<file path="src/rtl/prio_regblock.sv">
module prio_regblock #(
  parameter int DATA_W = 32,
  parameter int ADDR_W = 4,
  parameter int CNT_W  = 4
) (
  input  logic              clk,
  input  logic              rst,
  input  logic              req,
  input  logic              wr_en,
  input  logic [ADDR_W-1:0] addr,
  input  logic [DATA_W-1:0] wdata,
  output logic [DATA_W-1:0] rdata,
  output logic              ready,
  input  logic              hw_a_we,
  input  logic              hw_a_next,
  input  logic              hw_b_we,
  input  logic              hw_b_next,
  output logic              fld_a,
  output logic              fld_b
);
  localparam logic [ADDR_W-1:0] OFF_CTRL = '0;
  localparam logic [ADDR_W-1:0] OFF_EVT  = ADDR_W'(4);

  logic             sel_ctrl, sel_evt, sw_wr_ctrl;
  logic [CNT_W-1:0] cnt_a, cnt_b;
  logic [DATA_W-1:0] rd_val;
  logic             unused_wdata;

  assign sel_ctrl     = (addr == OFF_CTRL);
  assign sel_evt      = (addr == OFF_EVT);
  assign sw_wr_ctrl   = req && wr_en && sel_ctrl;
  assign unused_wdata = ^wdata[DATA_W-1:2];

  assign rd_val = sel_ctrl ? DATA_W'({fld_b, fld_a}) :
                  sel_evt  ? DATA_W'({cnt_b, cnt_a}) : '0;

  always_ff @(posedge clk) begin
    if (rst) begin
      fld_a <= 1'b0;
      fld_b <= 1'b0;
      cnt_a <= '0;
      cnt_b <= '0;
    end else begin
      if (sw_wr_ctrl)   fld_a <= wdata[0];
      else if (hw_a_we) fld_a <= hw_a_next;
      if (hw_b_we)         fld_b <= hw_b_next;
      else if (sw_wr_ctrl) fld_b <= wdata[1];
      cnt_a <= cnt_a + CNT_W'(fld_a);
      cnt_b <= cnt_b + CNT_W'(fld_b);
    end
  end

  always_ff @(posedge clk) begin
    if (rst) begin
      ready <= 1'b0;
      rdata <= '0;
    end else begin
      ready <= req;
      rdata <= (req && !wr_en) ? rd_val : '0;
    end
  end
endmodule

</file>
<file path="config.mk">
export PLATFORM = sky130hd
export DESIGN_NAME = prio_regblock
export DESIGN_NICKNAME = d
export VERILOG_FILES = /design/src/rtl/prio_regblock.sv
export SDC_FILE = /design/constraint.sdc
export NUM_CORES = 1
export LEC_CHECK = 0
export BUFFER_PORTS_ARGS = -buffer_cell sky130_fd_sc_hd__buf_2
export CAP_MARGIN = 20
export CORE_MARGIN = 8
export CORE_UTILIZATION = 39
export DETAILED_ROUTE_END_ITERATION = 16
export PLACE_DENSITY = 0.83
export SETUP_SLACK_MARGIN = 0.2
export SLEW_MARGIN = 25
export SYNTH_ARGS = -nofsm -noshare
export SYNTH_HDL_FRONTEND = slang
export SYNTH_SLANG_ARGS = --single-unit
export TNS_END_PERCENT = 1
</file>
<file path="constraint.sdc">
create_clock -name clk -period 4.1 [get_ports clk]
set_input_delay 0.615 -clock clk [delete_from_list [all_inputs] [get_ports clk]]
set_output_delay 0.615 -clock clk [all_outputs]
set_load 0.02 [all_outputs]
</file>
# Yosys cells after proc, flatten, opt, wreduce, memory -nomap -nowiden
# Index checks and enable logic that the tools add are counted.
# totals
reg_bits	43
inputBits	44
output_inout_bits	35
elab_cells	29
# op_classes
addsub	2
eq_ne	1
mux	6
n_bitwise	2
n_reduce_logical	10
# ops
cell	count
adder 4 x 1 -> 4 bit	2
== test 4 x 3 -> 1 bit (second input constant)	1
logical NOT 4 bit	1
two-way mux 1 bit	4
two-way mux 2 bit	2
nonzero test 2 bit	2
OR reduction 4 bit	1
logical AND 1 bit	3
OR reduction 3 bit	1
inverter 1 bit	2
OR reduction 2 bit	1
logical NOT 1 bit	1

# Logic depth before layout (Yosys ltp)
# Gate-level depths: netlist (run 1).
# logic_depth
word_depth	4
depth_mapped	4
ltp_nobuf	4

# Least setup slack after synthesis (run 1)
# No wires, ideal clock.
# synth_timing
path_kind	in2reg
from	in addr[1]
to	reg fld_b
setup_time_ps	115
t_arrival_ps	1611
required_ps	3985
path_slack_ps	2374
stages	3
path_buffers	0
cell_sequence	or3_4 > or4_1 > and3_1
# synth_via
elab_chain_len	3
# synth_rtl
element	line_no	source
start: declaration	10	input logic [ADDR_W-1:0] addr,
logical NOT 4 bit	29	assign sel_ctrl = (addr == OFF_CTRL);
logical AND 1 bit	31	assign sw_wr_ctrl = req && wr_en && sel_ctrl;
nonzero test 2 bit (no line)	n/a	
end signal: assignment	46	if (hw_b_we) fld_b <= hw_b_next;
end signal: assignment	47	else if (sw_wr_ctrl) fld_b <= wdata[1];
end: declaration	19	output logic fld_b
# No other way between the ends.
# A chain may end at the register's enable or synchronous reset.

# Worst setup path after layout (run 1)
# Ends and elaborated chain as after synthesis.

==> impl_metrics.toml, run 1 <==
[status]
status = "completed"

[placement]
dp_hpwl_um = 1380
port_buffers = 24
gp_congestion = 0.736
dp.cells = 138
place_ws_ns = 2.23
place_area_um2 = 931

[synthesis]
yosys.cell_count.top_type = "buf_4"
synthFlopType = "dfxtp_1"
synthAdderAreaFrac_pct = 5.73
synth_warnings = 0
synth_top_area_cell = "dfxtp_1"
synth_mux_area_share_pct = 3.44
ys_seq_elements = 19
synth_edf_count = 0
synth_top_family_by_area = "buffers and inverters"
ys_seq_area_share_pct = 43.6
yosys.area_share.simple_pct = 19.3
synth-xor-area-share_pct = 4.01
synthTopCellsByCount = "buf_4 (24), dfxtp_1 (19), nor2_1 (7), and2_1 (6), nor2b_1 (5)"
synth-compound-area-share_pct = 2.01
synth.cell_area_um2 = 873
syn_inst = 88
synth.avg_cell_area_um2 = 9.92
async_reset_ff_share_pct = 0
yosys.area.top_type_share_pct = 43.6
yosysUniqueCellTypes = 23
synthTopCellsByArea = "dfxtp_1 (44%), buf_4 (21%), ha_1 (5.7%)"

[route]
wl_met3_um = 135
routed_wirelength_um = 1680
met1_length_um = 574
drt-wirelength-per-cell_um = 11.8
via_per_inst = 4.13
firstDrtPassIters = 4
drt_iter0_drc = 2
ant_nets = 0
drc = 0
dr.max_layer_used = "met4"
routed-wl-met2_um = 930
vias = 587

[power]
power.leakage_nw = 0.494
peakVddDrop_uv = 172
power_density_nw_per_um2 = 345

[cells_and_area]
area_growth_pct = 9.74
drive_gt1_share_pct = 27.2
nets = 163
final_core_util_pct = 44.2
num_antenna_cells = 0
fin_cells = 142
stdcell_area_um2 = 958

[floorplanning]
ios = 79
rows = 17
core_area_um2 = 2170
start_util_pct = 40.3
dieArea_um2 = 4010
die_y_um = 63.3
fp.dieW_um = 63.3

[sta]
hold_viol_final = 0
fmax_mhz = 644
fin_tns_setup_ns = 0
worst_slack_ns = 2.55
finalSetupViolCount = 0
clock_skew_ns = 0.00274
grt_setup_unrepaired = "no"
min_period_ns = 1.55
fin_crit_sh_pct = 37.9
report.final.slew_viol_count = 0

[critical_path]
worstPathRequired_ns = 4.30
cp.arrival_ns = 1.75
critPathSlowestCell = "or4_1"
crit_family = "simple AND/OR/NAND/NOR gates"
path_depth = 4
worstSetupEndpointType = "register"
critPathKind = "in -> reg"
critPathMaxStageDelay_ns = 0.46
path_buf_inv = 1
reg2reg_depth = 3
cp_cell_sequence = "buf_2 > or3_4 > or4_1 > and3_1"
cp_max_fo = 6
start_kind = "input pin"

[grt]
overflow = 0
grt_max_degree = 12
antenna_found_initial = 0
grt_pass1_wl_um = 2830
grt_usage_pct = 8.57
grt_pass1_vias = 678

[min_path]
holdPathStages = 1
min_path_type = "reg -> reg"

[clocking]
cts.reportedPaths.clkPinSlew_ns = 0.11
numClockSinks = 19
cts_tree = "built"
clk_latency_ns = 0.30
cts_hold_buf = 0
clock_path_buffers = 2
cts_buffers = 3
cts_root_buf = "clkbuf_4"
post-cts-setup-buffers = 0
htreeDepth = 1
cts_resized = 0

[flow_run]
max-cap-violations = 0
cells in the final DEF, fill, tap and decap left out:
cell      netlist  final
xor2_1          2      2
or3b_2          1      1
ha_1            4      4
mux2i_1         3      3
nor3_1          2      2
clkbuf_4        0      3
and4bb_2        1      1
clkinv_2        0      1
buf_2           0     24
and3_1          1      1
a21oi_1         1      1
nand3_1         2      2
nor2_1          7      7
dfxtp_1        19     19
or4_1           1      1
xnor2_1         2      2
inv_1           1      1
nor2b_1         5      5
o21ai_0         1      1
or3_4           1      1
nand3b_1        1      1
conb_1          1     24
and2_1          6      6
o21a_1          1      1
worst paths after layout:
| kind | from | to | slack (ns) |
|---|---|---|---|
| max reg2reg | fld_b | cnt_b[1] | 3.03 |
| min reg2reg | cnt_a[3] | rdata[3] | 0.50 |
| max | addr[1] | fld_b | 2.55 |
| min | cnt_a[3] | rdata[3] | 0.50 |
cells by family (layout without fill, tap and decap cells):
logic type               after synthesis  after routing
multiplexers                           3              3
AO/OA/AOI/OAI                          3              3
XOR/XNOR                               4              4
flip-flops                            19             19
AND/OR/NAND/NOR                       28             28
adder cells (fa/ha/maj)                4              4
other                                  1             24
buffers and inverters                 26             29
area by class of cell:
cell class	count	area, um2
fill	226	1210
multi-input combinational	66	392
sequential	19	380
timing repair buffer	24	120
tap	28	35.0
clock buffer	3	22.5
clock inverter	1	5.00
inverter	1	3.75
state kept, by name (all words and copies together), names as in the netlist:
name,flops
rdata,8
cnt_a,4
cnt_b,4
fld_a,1
fld_b,1
ready,1
routing by layer:
| layer | vias to the layer above | GRT usage [%] |
|---|---|---|
| met1 | 266 | 7.45 |
| met5 | - | 0 |
| met4 | 0 | 5.01 |
| met3 | 6 | 3.89 |
| li1 | 289 | - |
| met2 | 26 | 15.7 |
power breakdown:
part	leakage [nW]	internal, mW	total [mW]	switching [mW]
logic	0.323	0.0128	0.0455	0.0327
clock network	0.0177	0.0363	0.0934	0.0571
registers	0.154	0.189	0.192	0.00299
total	0.494	0.238	0.331	0.0928
stage by stage:
stage	power, mW	hold WS [ns]
2_1_floorplan	0.246	0.434
3_3_place_gp	0.239	0.445
3_5_place_dp	0.240	0.470
4_1_cts	0.332	0.498
5_1_grt	0.344	0.507
6_report	0.331	0.497
No activity file was read; power rests on OpenSTA's default activity.
==> run 2: changes to the inputs <==
--- a/config.mk
+++ b/config.mk
@@ -5,12 +5,13 @@
 export SDC_FILE = /design/constraint.sdc
 export NUM_CORES = 1
 export LEC_CHECK = 0
+export ABC_AREA = 1
 export BUFFER_PORTS_ARGS = -buffer_cell sky130_fd_sc_hd__buf_2
 export CAP_MARGIN = 20
 export CORE_MARGIN = 8
-export CORE_UTILIZATION = 39
+export CORE_UTILIZATION = 34
 export DETAILED_ROUTE_END_ITERATION = 16
-export PLACE_DENSITY = 0.83
+export PLACE_DENSITY = 0.75
 export SETUP_SLACK_MARGIN = 0.2
 export SLEW_MARGIN = 25
 export SYNTH_ARGS = -nofsm -noshare
==> constraint.sdc (replaced) <==
create_clock -name clk -period 1.4 [get_ports clk]
set_input_delay 0.21 -clock clk [delete_from_list [all_inputs] [get_ports clk]]
set_output_delay 0.21 -clock clk [all_outputs]
set_load 0.02 [all_outputs]
==> run 2 against run 1 <==
Cell count increased by 19%. Worst setup slack got worse by 2.2 ns. Via count increased by 10%. Global-route usage decreased by 1.5 points. Critical endpoint is now fld_b. Largest power group unchanged.
==> impl_metrics.toml, run 2 <==
[status]
status = "completed"

[sta]
report.final.slew_viol_count = 0
grt_setup_unrepaired = "no"
finalSetupViolCount = 0
fin_tns_setup_ns = 0
fin_crit_sh_pct = 78.4
min_period_ns = 1.10
fmax_mhz = 912
clock_skew_ns = 0.00663
hold_viol_final = 0

[synthesis]
syn_inst = 111
async_reset_ff_share_pct = 0
synthTopCellsByCount = "buf_4 (24), dfxtp_1 (19), inv_1 (14), nand2_1 (11)"
synth_edf_count = 0
synth_warnings = 0
ys_seq_elements = 19
synth.avg_cell_area_um2 = 8.58
yosysUniqueCellTypes = 22
yosys.area.top_type_share_pct = 39.9
synthFlopType = "dfxtp_1"
synth.cell_area_um2 = 952
synthTopCellsByArea = "dfxtp_1 (40%), buf_4 (19%), inv_1 (5.5%)"
ys_seq_area_share_pct = 39.9
yosys.cell_count.top_type = "buf_4"
synth_top_area_cell = "dfxtp_1"

[placement]
dp_hpwl_um = 1380
gp_congestion = 0.703
dp.cells = 165
port_buffers = 24

[grt]
grt_usage_pct = 7.03
grt_pass1_wl_um = 2550
antenna_found_initial = 0
use_met3_pct = 4.04
overflow = 0
top_usage_layer = "met2"
grt_max_degree = 12
use_met2_pct = 9.78
met1_usage_pct = 9.15
grt_pass1_vias = 664

[cells_and_area]
top_register = "rdata"
largest_register_ffs = 8
nets = 187
top_regs = "rdata (8), cnt_a (4), cnt_b (4)"
area_growth_pct = 9.99
final_cell_mix = "conb_1 (24), buf_2 (24), dfxtp_1 (19)"
fin_cells = 169
num_antenna_cells = 0
n_fill_cell = 285
drive_gt1_share_pct = 31.9

[critical_path]
cp_max_fo = 4
critPathKind = "reg -> out"
critPathMaxStageDelay_ns = 0.40
worstReg2RegEnd = "cnt_a[2]"
timing.rr.start = "fld_a"
setup.worst_path.end = "fld_b"
startpoint = "fld_b"
crit_family = "flip-flops"
worstPathRequired_ns = 1.19
path_depth = 1
cp_cell_sequence = "buf_2"
critPathSlowestCell = "dfxtp_1"
cp.arrival_ns = 0.89
reg2reg_slack_ns = 0.33
path_buf_inv = 1
worstSetupEndpointType = "primary output"
start_kind = "register"
reg2reg_depth = 4

[floorplanning]
core_area_um2 = 2710
die_y_um = 68.9
dieArea_um2 = 4750
rows = 19
ios = 79
start_util_pct = 35.1
fp.dieW_um = 68.9

[power]
swShare_pct = 28.4
clock_power_share_pct = 27.1
power_frac_comb_pct = 15.4
power_switching_mw = 0.278
seq_power_share_pct = 57.5
power.leakage_nw = 0.529
power.total_mw = 0.977
internal_power_mw = 0.699
power_density_nw_per_um2 = 933
peakVddDrop_uv = 602

[route]
vias = 647
routed_wirelength_um = 1630
via_per_inst = 3.83
drt_iter0_drc = 12
ant_nets = 0
drc = 0
drt-wirelength-per-cell_um = 9.66
firstDrtPassIters = 4

[clocking]
cts_resized = 0
cts_tree = "built"
clock_path_buffers = 2
post-cts-setup-buffers = 0
htreeDepth = 1
clk_latency_ns = 0.29
cts_hold_buf = 0
cts.reportedPaths.clkPinSlew_ns = 0.10
numClockSinks = 19
cts_buffers = 3
cts_root_buf = "clkbuf_4"

[flow_run]
max-cap-violations = 0

[min_path]
min_path_type = "in -> reg"
run 2: per-stage QoR:
step           hold WS [ns]  instance area [um2]  setup slack (ns)  util [%]
2_1_floorplan         0.363                 1040             0.309         -
4_1_cts               0.178                 1050             0.279      38.6
3_5_place_dp          0.454                 1020             0.352      37.6
6_report              0.186                 1050             0.303      38.6
3_3_place_gp          0.448                 1020             0.373      37.6
5_1_grt               0.195                 1050             0.212      38.6
run 2: worst reg2reg max path: cells and delay by family, from the launching register on:
| kind | cells | cell delay, ns |
|---|---|---|
| xor gates and xnor gates | 1 | 0.15 |
| and+or+nand+nor | 1 | 0.05 |
| DFF | 1 | 0.35 |
| adders and majority gates | 2 | 0.41 |
run 2: worst min-delay path by stage:
stage / startpoint / end / slack, ns / depth (start not counted)
final: req / ready / 0.19 / 3
after global routing: req / ready / 0.20 / 3
after CTS: req / ready / 0.18 / 3
after detailed placement: cnt_b[0] / rdata[4] / 0.45 / 2
after global placement: cnt_b[0] / rdata[4] / 0.45 / 2
after floorplan: req / ready / 0.36 / 2
run 2: cell families (layout without fill, tap and decap cells):
group / count (synthesis) / after routing / share of synthesized area (%)
AND/OR/NAND/NOR: 38 / 38 / 22.5
flip-flops: 19 / 19 / 39.9
adder cells (fa/ha/maj): 4 / 4 / 5.26
XOR/XNOR: 2 / 2 / 1.84
AO/OA/AOI/OAI: 8 / 8 / 5.12
buffers and inverters: 39 / 43 / 25.0
other: 1 / 24 / 0.394
run 2: final cells by class:
type,instances,area [um2],area share [%]
Multi-Input combinational cell,76,420,40.1
Sequential cell,19,380,36.3
Timing Repair Buffer,25,128,12.2
Inverter,14,52.6,5.02
Tap cell,31,38.8,3.70
Clock buffer,3,22.5,2.15
Clock inverter,1,5.00,0.478
run 2: per-layer routing:
| metal | vias to the layer above | part of all wire (%) |
|---|---|---|
| li1 | 346 | - |
| met2 | 41 | 37 |
| met5 | - | 0 |
| met1 | 258 | 50 |
| met4 | 0 | 0.49 |
| met3 | 2 | 12 |
run 2: power groups by stage:
stage | clock network (mW) | logic (mW) | registers (mW)
2_1_floorplan | 0 | 0.154 | 0.580
3_3_place_gp | 0 | 0.146 | 0.574
6_report | 0.265 | 0.150 | 0.562
5_1_grt | 0.313 | 0.165 | 0.565
4_1_cts | 0.283 | 0.148 | 0.562
3_5_place_dp | 0 | 0.147 | 0.575
==> run 3: changes to the inputs <==
--- a/config.mk
+++ b/config.mk
@@ -5,13 +5,13 @@
 export SDC_FILE = /design/constraint.sdc
 export NUM_CORES = 1
 export LEC_CHECK = 0
-export ABC_AREA = 1
+export ABC_AREA = 0
 export BUFFER_PORTS_ARGS = -buffer_cell sky130_fd_sc_hd__buf_2
 export CAP_MARGIN = 20
 export CORE_MARGIN = 8
-export CORE_UTILIZATION = 34
+export CORE_UTILIZATION = 36
 export DETAILED_ROUTE_END_ITERATION = 16
-export PLACE_DENSITY = 0.75
+export PLACE_DENSITY = 0.78
 export SETUP_SLACK_MARGIN = 0.2
 export SLEW_MARGIN = 25
 export SYNTH_ARGS = -nofsm -noshare
==> constraint.sdc (replaced) <==
create_clock -name clk -period 1.1 [get_ports clk]
set_input_delay 0.165 -clock clk [delete_from_list [all_inputs] [get_ports clk]]
set_output_delay 0.165 -clock clk [all_outputs]
set_load 0.02 [all_outputs]
==> run 3 against run 2 <==
Cell count down 12%. Clock skew down 0.0050 ns. Critical path depth up 3. Power up 27%. Clock-buffer cell count up 1. Non-clock buffer count up 3. Clock power up 28%. Highest routed layer unchanged. Global-route usage up 0.47 points. Combinational power up 22%. Wire length about the same.
==> impl_metrics.toml, run 3 (synthesis gave the netlist of run 1 again) <==
[sta]
grt_setup_unrepaired = "yes"
fin_crit_sh_pct = 99.9
fin_tns_setup_ns = 0
min_period_ns = 1.10
report.final.slew_viol_count = 0
finalSetupViolCount = 0
fmax_mhz = 910
hold_viol_final = 0
clock_skew_ns = 0.00159

[route]
via_per_inst = 4.03
vias = 596
firstDrtPassIters = 4
drc = 0
ant_nets = 0
routed_wirelength_um = 1630
drt-wirelength-per-cell_um = 11.0
drt_iter0_drc = 12

[cells_and_area]
top_regs = "rdata (8), cnt_a (4), cnt_b (4)"
num_antenna_cells = 0
area_growth_pct = 14.6
final_common_cell = "conb_1"
drive_gt1_share_pct = 31.4
nets = 167
final_core_util_pct = 41.9
top_register = "rdata"
largest_register_ffs = 8
final_cell_mix = "conb_1 (24), buf_2 (23), dfxtp_1 (17)"

[grt]
grt_max_degree = 11
grt_usage_pct = 7.50
overflow = 0
grt_pass1_wl_um = 2520
antenna_found_initial = 0
grt_pass1_vias = 622

[min_path]
min_path_type = "in -> reg"

[floorplanning]
fp.dieW_um = 65.3
core_area_um2 = 2390
start_util_pct = 36.6
ios = 79
rows = 18
dieArea_um2 = 4260
die_y_um = 65.3

[critical_path]
crit_family = "simple AND/OR/NAND/NOR gates"
reg2reg_slack_ns = 0.06
critPathKind = "in -> reg"
start_kind = "input pin"
cp_max_fo = 6
critPathMaxStageDelay_ns = 0.48
critPathSlowestCell = "or4_1"
worstPathRequired_ns = 1.29
worstSetupEndpointType = "register"
path_buf_inv = 1
cp_cell_sequence = "buf_2 > or3_4 > or4_1 > and3_1"
cp.arrival_ns = 1.29

[clocking]
cts_hold_buf = 0
numClockSinks = 19
cts_buffers = 3
cts_root_buf = "clkbuf_4"
clk_latency_ns = 0.29
post-cts-setup-buffers = 0
clock_path_buffers = 2
cts_tree = "built"
htreeDepth = 1
cts.reportedPaths.clkPinSlew_ns = 0.10

[power]
power_density_nw_per_um2 = 1230
power.leakage_nw = 0.510
peakVddDrop_uv = 500

[status]
status = "completed"

[placement]
port_buffers = 24
gp_congestion = 0.737
dp_hpwl_um = 1350

[flow_run]
max-cap-violations = 0
==> run 3: changes by cell type in the layout (fill, tap and decap cells not counted), moves of 5 or more <==
cell	change
and2_1	+6
inv_1	-13
nand2_1	-11
nor2_2	-8
nor2b_1	+5
==> run 3: per-stage QoR <==
step                power (mW)  std cells  hold slack, ns  instance area [um2]  setup slack, ns
finish                    1.24        148          0.0581                 1000         0.000828
global route              1.30        148          0.0568                 1000          0.00170
CTS                       1.24        148          0.0484                  993           0.0144
detailed placement       0.905        144           0.369                  963           -0.310
global placement         0.902        144           0.368                  963           -0.274
floorplan                0.917        111           0.252                  960           -0.156
==> run 3: what timing repair did <==
item,in CTS,in global routing
gates cloned,0,0
pin swaps,2,1
resized for setup,2,3
endpoints found under the setup margin,26,26
==> run 3: worst paths after layout <==
path | from | end | depth (start not counted)
worst min-delay path | rst | ready | 2
worst max-delay path | addr[3] | fld_b | 4
worst max register to register | fld_a | cnt_a[2] | 4
worst min register to register | cnt_b[0] | rdata[4] | 1
==> run 3: layout make-up <==
| cell class | instances | area [um2] |
|---|---|---|
| well taps | 30 | 37.5 |
| repair buffers | 28 | 156 |
| multi-input cells | 66 | 394 |
| inverters | 1 | 3.75 |
| clock buffers | 4 | 26.3 |
| fillers | 259 | 1390 |
| flip-flops and latches | 19 | 383 |
==> run 3: layer usage <==
metal	share of wire [%]	up-vias	global-route usage, %
li1	-	299	-
met5	0	-	0
met4	1.7	0	4.90
met1	30	276	5.56
met3	7.3	3	2.38
met2	61	18	15.5
==> run 3: worst register-to-register path, cell delays in order (launching register included) <==
cell,delay [ns]
dfxtp_2,0.35
ha_2,0.18
ha_1,0.19
xnor2_1,0.17
nor2_1,0.05
==> run 3: where the power goes <==
| group | switching [mW] | leakage (nW) | total [mW] | internal (mW) |
|---|---|---|---|---|
| registers | 0.00949 | 0.155 | 0.715 | 0.706 |
| logic | 0.123 | 0.340 | 0.183 | 0.0600 |
| clock network | 0.197 | 0.0150 | 0.338 | 0.141 |
| total | 0.329 | 0.510 | 1.24 | 0.907 |
